File: config.mk
export PLATFORM = sky130hd
export DESIGN_NAME = scp_port
export DESIGN_NICKNAME = d
export VERILOG_FILES = /design/src/rtl/scp_pkg.sv /design/src/rtl/scp_sync.sv /design/src/rtl/scp_frame.sv /design/src/rtl/scp_regfile.sv /design/src/rtl/scp_readout.sv /design/src/rtl/scp_port.sv
export SDC_FILE = /design/constraint.sdc
export NUM_CORES = 1
export LEC_CHECK = 0
export ABC_AREA = 1
export BUFFER_PORTS_ARGS = -buffer_cell sky130_fd_sc_hd__buf_2
export CELL_PAD_IN_SITES_DETAIL_PLACEMENT = 1
export CELL_PAD_IN_SITES_GLOBAL_PLACEMENT = 2
export CORE_AREA = 2 2 120 122
export DETAILED_ROUTE_END_ITERATION = 10
export DIE_AREA = 0 0 122 124
export GPL_TIMING_DRIVEN = 0
export PLACE_DENSITY_LB_ADDON = 0.1
export SKIP_CTS_REPAIR_TIMING = 1
export SYNTH_ARGS = -nofsm -noshare
export SYNTH_HDL_FRONTEND = slang
export SYNTH_SLANG_ARGS = --single-unit
File: constraint.sdc
create_clock -name clk -period 1.6 [get_ports clk]
set_input_delay 0.32 -clock clk [delete_from_list [all_inputs] [get_ports clk]]
set_output_delay 0.32 -clock clk [all_outputs]
set_load 0.01 [all_outputs]
File: src/rtl/scp_pkg.sv
package scp_pkg;

  localparam int BYTE_W = 8;
  localparam int CNT_W  = 5;

  typedef enum logic [1:0] {
    PH_INSTR = 2'd0,
    PH_WRITE = 2'd1,
    PH_READ  = 2'd2
  } phase_e;

  // Bit 7 of the instruction selects a read.
  function automatic logic instr_is_read(input logic [BYTE_W-1:0] ib);
    return ib[BYTE_W-1];
  endfunction

  // Reset image of register idx: index nibble, then its complement.
  function automatic logic [BYTE_W-1:0] reg_reset_value(input int idx);
    logic [3:0] n;
    n = 4'(idx);
    return {n, ~n};
  endfunction

  // A select pulse is legal only for one or two whole bytes.
  function automatic logic pulse_len_ok(input logic [CNT_W-1:0] cnt);
    return (cnt == CNT_W'(BYTE_W)) || (cnt == CNT_W'(2*BYTE_W));
  endfunction

  // Saturating increment so that long pulses cannot wrap back to a legal count.
  function automatic logic [CNT_W-1:0] sat_inc(input logic [CNT_W-1:0] v);
    return (v == {CNT_W{1'b1}}) ? v : v + CNT_W'(1);
  endfunction

endpackage

File: src/rtl/scp_sync.sv
module scp_sync #(
  parameter int               STAGES = 2,
  parameter int               WIDTH  = 3,
  parameter logic [WIDTH-1:0] IDLE   = '0
) (
  input  logic             clk,
  input  logic             rst_n,
  input  logic [WIDTH-1:0] async_in,
  output logic [WIDTH-1:0] sync_out,
  output logic [WIDTH-1:0] sync_prev
);

  for (genvar b = 0; b < WIDTH; b++) begin : g_bit
    // chain[0] is the newest sample, chain[STAGES] the previous synced value
    logic [STAGES:0] chain;
    always_ff @(posedge clk or negedge rst_n) begin
      if (!rst_n) chain <= {(STAGES+1){IDLE[b]}};
      else        chain <= {chain[STAGES-1:0], async_in[b]};
    end
    assign sync_out[b]  = chain[STAGES-1];
    assign sync_prev[b] = chain[STAGES];
  end

endmodule

File: src/rtl/scp_frame.sv
module scp_frame
  import scp_pkg::*;
#(
  parameter int ADDR_W = 3
) (
  input  logic              clk,
  input  logic              rst_n,
  input  logic              cs_fall_ev,
  input  logic              cs_rise_ev,
  input  logic              sck_rise_ev,
  input  logic              sdi_bit,
  output phase_e            phase,
  output logic [ADDR_W-1:0] instr_addr,
  output logic              wr_en,
  output logic [BYTE_W-1:0] wr_data,
  output logic              instr_ld,
  output logic              xact_end
);

  logic [CNT_W-1:0]  pulse_cnt;
  logic [CNT_W-1:0]  xact_bits;
  logic [BYTE_W-1:0] shreg;
  logic [BYTE_W-1:0] next_byte;
  logic              len_ok;
  logic              pair_ok;
  logic              complete_ev;
  logic              abort_ev;

  assign next_byte   = {shreg[BYTE_W-2:0], sdi_bit};
  assign instr_ld    = sck_rise_ev && (phase == PH_INSTR) && (xact_bits == CNT_W'(BYTE_W-1));
  assign len_ok      = pulse_len_ok(pulse_cnt);
  assign pair_ok     = pulse_len_ok(xact_bits);
  assign complete_ev = cs_rise_ev && len_ok && (xact_bits == CNT_W'(2*BYTE_W));
  assign abort_ev    = cs_rise_ev && !(len_ok && pair_ok);
  assign xact_end    = complete_ev || abort_ev;
  assign wr_en       = complete_ev && (phase == PH_WRITE);
  assign wr_data     = shreg;

  // Clocks seen in the current select pulse
  always_ff @(posedge clk or negedge rst_n) begin
    if (!rst_n)           pulse_cnt <= '0;
    else if (cs_fall_ev)  pulse_cnt <= '0;
    else if (sck_rise_ev) pulse_cnt <= sat_inc(pulse_cnt);
  end

  // Input shift register, MSB first
  always_ff @(posedge clk or negedge rst_n) begin
    if (!rst_n)           shreg <= '0;
    else if (sck_rise_ev) shreg <= next_byte;
  end

  // Transaction state survives between pulses
  always_ff @(posedge clk or negedge rst_n) begin
    if (!rst_n) begin
      xact_bits  <= '0;
      phase      <= PH_INSTR;
      instr_addr <= '0;
    end else if (xact_end) begin
      xact_bits  <= '0;
      phase      <= PH_INSTR;
    end else if (sck_rise_ev) begin
      xact_bits <= sat_inc(xact_bits);
      if (instr_ld) begin
        instr_addr <= ADDR_W'(next_byte[BYTE_W-2:0]);
        phase      <= instr_is_read(next_byte) ? PH_READ : PH_WRITE;
      end
    end
  end

  assert_abort_clears_R9: assert property (@(posedge clk) disable iff (!rst_n)
    abort_ev |=> (phase == PH_INSTR) && (xact_bits == '0));

  assert_split_keeps_state_R4: assert property (@(posedge clk) disable iff (!rst_n)
    (cs_rise_ev && pulse_cnt == CNT_W'(BYTE_W) && xact_bits == CNT_W'(BYTE_W))
      |=> (phase == $past(phase)) && (instr_addr == $past(instr_addr)));

  assert_instr_decoded_R2: assert property (@(posedge clk) disable iff (!rst_n)
    instr_ld |=> (phase != PH_INSTR));

endmodule

File: src/rtl/scp_regfile.sv
module scp_regfile
  import scp_pkg::*;
#(
  parameter int NUM_REGS = 6,
  parameter int ADDR_W   = 3
) (
  input  logic                       clk,
  input  logic                       rst_n,
  input  logic                       wr_en,
  input  logic [ADDR_W-1:0]          wr_addr,
  input  logic [BYTE_W-1:0]          wr_data,
  input  logic [ADDR_W-1:0]          rd_addr,
  output logic [BYTE_W-1:0]          rd_data,
  output logic [NUM_REGS*BYTE_W-1:0] regs_flat
);

  logic [BYTE_W-1:0] regs_q [NUM_REGS];
  logic              wr_mapped;

  for (genvar i = 0; i < NUM_REGS; i++) begin : g_reg
    always_ff @(posedge clk or negedge rst_n) begin
      if (!rst_n)                                  regs_q[i] <= reg_reset_value(i);
      else if (wr_en && (int'(wr_addr) == i))      regs_q[i] <= wr_data;
    end
    assign regs_flat[i*BYTE_W +: BYTE_W] = regs_q[i];
  end

  // Unmapped addresses read back as zero
  always_comb begin
    rd_data = '0;
    for (int i = 0; i < NUM_REGS; i++)
      if (int'(rd_addr) == i) rd_data = regs_q[i];
  end

  assign wr_mapped = int'(wr_addr) < NUM_REGS;

  assert_bank_holds_R3: assert property (@(posedge clk) disable iff (!rst_n)
    !wr_en |=> $stable(regs_flat));

  assert_unmapped_write_R8: assert property (@(posedge clk) disable iff (!rst_n)
    (wr_en && !wr_mapped) |=> $stable(regs_flat));

endmodule

File: src/rtl/scp_readout.sv
module scp_readout
  import scp_pkg::*;
(
  input  logic              clk,
  input  logic              rst_n,
  input  phase_e            phase,
  input  logic              sck_fall_ev,
  input  logic              xact_end,
  input  logic [BYTE_W-1:0] rd_data,
  output logic              sdo_bit
);

  logic [BYTE_W-1:0] osr;
  logic              loaded;
  logic              load_ev;
  logic              shift_ev;

  // First falling edge after the instruction presents the MSB; later ones shift.
  assign load_ev  = sck_fall_ev && (phase == PH_READ) && !loaded;
  assign shift_ev = sck_fall_ev && (phase == PH_READ) && loaded;

  always_ff @(posedge clk or negedge rst_n) begin
    if (!rst_n) begin
      osr    <= '0;
      loaded <= 1'b0;
    end else if (xact_end) begin
      osr    <= '0;
      loaded <= 1'b0;
    end else if (load_ev) begin
      osr    <= rd_data;
      loaded <= 1'b1;
    end else if (shift_ev) begin
      osr    <= {osr[BYTE_W-2:0], 1'b0};
    end
  end

  assign sdo_bit = osr[BYTE_W-1];

  assert_sdo_on_fall_R6: assert property (@(posedge clk) disable iff (!rst_n)
    !$stable(sdo_bit) |-> $past(sck_fall_ev || xact_end));

  assert_msb_first_R5: assert property (@(posedge clk) disable iff (!rst_n)
    load_ev |=> (sdo_bit == $past(rd_data[BYTE_W-1])));

endmodule

File: src/rtl/scp_port.sv
module scp_port
  import scp_pkg::*;
#(
  parameter int NUM_REGS    = 6,
  parameter int ADDR_W      = 3,
  parameter int SYNC_STAGES = 2
) (
  input  logic                       clk,
  input  logic                       rst_n,
  input  logic                       cs_n,
  input  logic                       sclk,
  input  logic                       sdi,
  output logic                       sdo,
  output logic                       sdo_oe,
  output logic [NUM_REGS*BYTE_W-1:0] ctrl_regs
);

  localparam int             PIN_W   = 3;
  localparam logic [PIN_W-1:0] PIN_IDLE = 3'b001; // {sdi, sclk, cs_n}

  logic [PIN_W-1:0]  pins_s;
  logic [PIN_W-1:0]  pins_p;
  logic              cs_low;
  logic              cs_fall_ev;
  logic              cs_rise_ev;
  logic              sck_rise_ev;
  logic              sck_fall_ev;
  phase_e            phase;
  logic [ADDR_W-1:0] instr_addr;
  logic              wr_en;
  logic [BYTE_W-1:0] wr_data;
  logic              instr_ld;
  logic              xact_end;
  logic [BYTE_W-1:0] rd_data;

  scp_sync #(.STAGES(SYNC_STAGES), .WIDTH(PIN_W), .IDLE(PIN_IDLE)) u_sync (
    .clk       (clk),
    .rst_n     (rst_n),
    .async_in  ({sdi, sclk, cs_n}),
    .sync_out  (pins_s),
    .sync_prev (pins_p)
  );

  // Edge events in the core clock domain
  assign cs_low      = !pins_s[0];
  assign cs_fall_ev  =  pins_p[0] && !pins_s[0];
  assign cs_rise_ev  = !pins_p[0] &&  pins_s[0];
  assign sck_rise_ev = cs_low && pins_s[1] && !pins_p[1];
  assign sck_fall_ev = cs_low && !pins_s[1] && pins_p[1];

  scp_frame #(.ADDR_W(ADDR_W)) u_frame (
    .clk         (clk),
    .rst_n       (rst_n),
    .cs_fall_ev  (cs_fall_ev),
    .cs_rise_ev  (cs_rise_ev),
    .sck_rise_ev (sck_rise_ev),
    .sdi_bit     (pins_s[2]),
    .phase       (phase),
    .instr_addr  (instr_addr),
    .wr_en       (wr_en),
    .wr_data     (wr_data),
    .instr_ld    (instr_ld),
    .xact_end    (xact_end)
  );

  scp_regfile #(.NUM_REGS(NUM_REGS), .ADDR_W(ADDR_W)) u_regs (
    .clk       (clk),
    .rst_n     (rst_n),
    .wr_en     (wr_en),
    .wr_addr   (instr_addr),
    .wr_data   (wr_data),
    .rd_addr   (instr_addr),
    .rd_data   (rd_data),
    .regs_flat (ctrl_regs)
  );

  scp_readout u_out (
    .clk         (clk),
    .rst_n       (rst_n),
    .phase       (phase),
    .sck_fall_ev (sck_fall_ev),
    .xact_end    (xact_end),
    .rd_data     (rd_data),
    .sdo_bit     (sdo)
  );

  // The pad is released at once when select goes high
  assign sdo_oe = !cs_n;

  assert_read_no_write_R10: assert property (@(posedge clk) disable iff (!rst_n)
    (phase == PH_READ) |-> !wr_en);

  assert_events_exclusive_R2: assert property (@(posedge clk) disable iff (!rst_n)
    $countones({cs_rise_ev, sck_rise_ev, instr_ld && cs_rise_ev}) <= 1);

endmodule

==> results.toml <==
[placed_design]
placed_cells = 717
numPortBuffers = 54
post-place-ws_ps = -287
place.gp.congestion = 0.758
dp_hpwl_mm = 8.85

[timing]
period_minus_slack_ps = 1710
max_freq_ghz = 0.583
drv_slew = 0
slew_headroom_pct = 68.1
hold_violations = 0
rsz0062_at_grt = "yes"
setup_ws_ps = -114
whs_ps = 79.9
fin_skew_ps = 13.4
max_slew.worst_pin.slew_ps = 478
finalCritPeriodShare_pct = 107
finalSetupViolations = 51

[finish]
drive_gt1_share_pct = 41.4
antenna_cells = 0
nFillCells = 1610
fin_nets = 598
syn2layout_area_growth_pct = 36.0
layout.cells.non_filler = 772

[floorplanning]
die_area_sq_mm = 0.0151
core_sq_mm = 0.0137
die_x_um = 122
die_h_um = 124
rows = 43
ioPinCount = 55
initial_core_util_pct = 30.6

[logic_synthesis]
syn_avg_cell_area_sq_um = 8.71
netlist.area_leader.share_pct = 36.4
synth_ff_type = "dfrtp_1"
syn_inst = 482
async_flop_share_pct = 100
seq_area_frac_synth_pct = 53.2
synth_area_leader_cell = "dfrtp_1"
synth_cell_types = 32
yosysWarnings = 0
synth-edff-count = 0
synth.area.top_cells = "dfrtp_1 36%, dfstp_2 17%, nand2_1 12%, o21ai_1 4.9%, nor2_1 4.2%"
ys_seq_elements = 88
syn_area_sq_mm = 0.00420
syn_nets = 493

[routing]
ant_nets = 0
wl_per_cell_um = 16.9
firstDrtPassIters = 4
num_vias = 3614
drt-initial-drc-count = 143
wirelength_mm = 13.0
drc = 0
vias_per_cell = 4.68

[global_route]
use_met3_pct = 2.84
top_usage_layer = "met2"
use_met1_pct = 24.8
grt.total_usage_pct = 17.1
grt_pass1_vias = 3439
grt_start_max_net_pins = 61
antenna_found_initial = 0
grt_overflow = 0
met2_usage_pct = 25.9
grt_pass1_wl_mm = 19.1

[worst_setup_path]
path_cells = "inv_2 > ha_4 > inv_2 > nor2_4 > nand2_4 > nor2_8 > nand3_4 > buf_8 > nand2_2 > o21ai_1"
cpPeakStageDelay_ps = 400
required_ps = 1800
cp_num_buf_inv = 3
crit_family = "simple AND/OR/NAND/NOR gates"
cp-start-kind = "register"
cpMostUsedCell = "inv_2"
cp.arrival_ps = 1920
cp_max_fo = 6
critPathSlowestCell = "dfrtp_1"
endpoint_kind = "register"
critical_path_class = "reg2reg"

[outcome]
status = "complete, but fails checks"
violations = "setup timing"

[cts]
cts_buffers = 9
cts_max_path_buffers = 2
clock-sinks = 88
cts_tree = "yes"
clk_pin_slew_ps = 70
cts_max_level = 3
root_buffer = "clkbuf_16"
clk_latency_ps = 340

[pwr]
irDropWorstVdd_mv = 0.453
p_leak_nw = 2.72
power_density_mw_per_mm2 = 862

[min_path]
hold_class = "in2reg"

[run]
maxCapViolations = 0
[state kept, by name, indices dropped and copies added, names as in the netlist]
signal / flops
u_sync.g_bit.chain: 8
u_frame.instr_addr: 3
u_out.loaded: 1
u_frame.phase: 2
u_regs.regs_flat: 48
u_out.osr: 8
u_frame.wr_data: 8
u_frame.pulse_cnt: 5
u_frame.xact_bits: 5
[kinds of logic after synthesis]
group                      share of synthesized area, %
DFF                                                53.2
and+or+nand+nor                                    26.8
buffers and inverters                              7.06
xor gates and xnor gates                          0.209
AOI/OAI and AO/OA                                  10.8
adders and majority gates                          1.79
[cells in the mapped netlist (all sizes together) (2+ instances only)]
cell type	number
dfstp	27
or2	6
nor3	5
ha	6
nand3	35
clkinv	2
a21oi	20
inv	51
nand4	5
o21ai	59
nor2	52
dfrtp	61
nand2	139
buf	10
[through the flow]
step                      TNS (ps)  utilization, %  cell area [sq um]  total power, mW
after global placement      -65620            34.2               4690             2.74
after floorplan                  0               -               4200             2.55
after CTS                   -15870            36.6               5020             4.92
after global routing         -7750            41.6               5710             5.14
after detailed placement    -14490            34.4               4720             2.76
final                        -3430            41.6               5710             4.93
[power breakdown]
group          internal [mW]  switching (mW)
sequential              2.30          0.0600
combinational          0.119           0.329
clock                   1.25           0.872
total                   3.66            1.26
[metal layers]
metal	vias up	wire length, um
met5	-	0
met4	0	119
met3	10	350
met2	48	6090
met1	1800	6480
li1	1756	-
[cell type report]
type / instances / area, sq um / share of cell area [%]
sequential: 88 / 2240 / 39.2
multi-input combinational: 330 / 1910 / 33.4
timing repair buffer: 94 / 717 / 12.6
clock buffer: 12 / 246 / 4.32
tap: 180 / 225 / 3.94
inverter: 53 / 203 / 3.55
buffer: 11 / 129 / 2.26
clock inverter: 4 / 45.0 / 0.789
[final timing paths]
path | start | end | slack, ps | cells past startpoint
min in group asynchronous | rst_n | u_frame.wr_data[2]$_DFFE_PN0P_ | 450 | 2
min | sdi | u_sync.g_bit[2].chain[0]$_DFF_PN0_ | 80 | 1
max in group asynchronous | rst_n | u_regs.regs_flat[46]$_DFFE_PN1P_ | 460 | 3
max reg2reg | u_frame.xact_bits[1]$_DFFE_PN0P_ | u_regs.regs_flat[7]$_DFFE_PN0P_ | -110 | 10
max | u_frame.xact_bits[1]$_DFFE_PN0P_ | u_regs.regs_flat[7]$_DFFE_PN0P_ | -110 | 10
min reg2reg | u_sync.g_bit[0].chain[0]$_DFF_PN1_ | u_sync.g_bit[0].chain[1]$_DFF_PN1_ | 350 | 0
[cells in the final DEF, fill, tap and decap left out, drive strengths merged, types with 4 or more instances in the layout]
master / synthesis / final
a21oi: 20 / 20
buf: 10 / 99
clkbuf: 1 / 17
clkinv: 2 / 4
dfrtp: 61 / 61
dfstp: 27 / 27
ha: 6 / 6
inv: 51 / 51
nand2: 139 / 139
nand3: 35 / 35
nand4: 5 / 5
nor2: 52 / 52
nor3: 5 / 5
o21ai: 59 / 59
or2: 6 / 6
(Power assumes the default switching activity.)
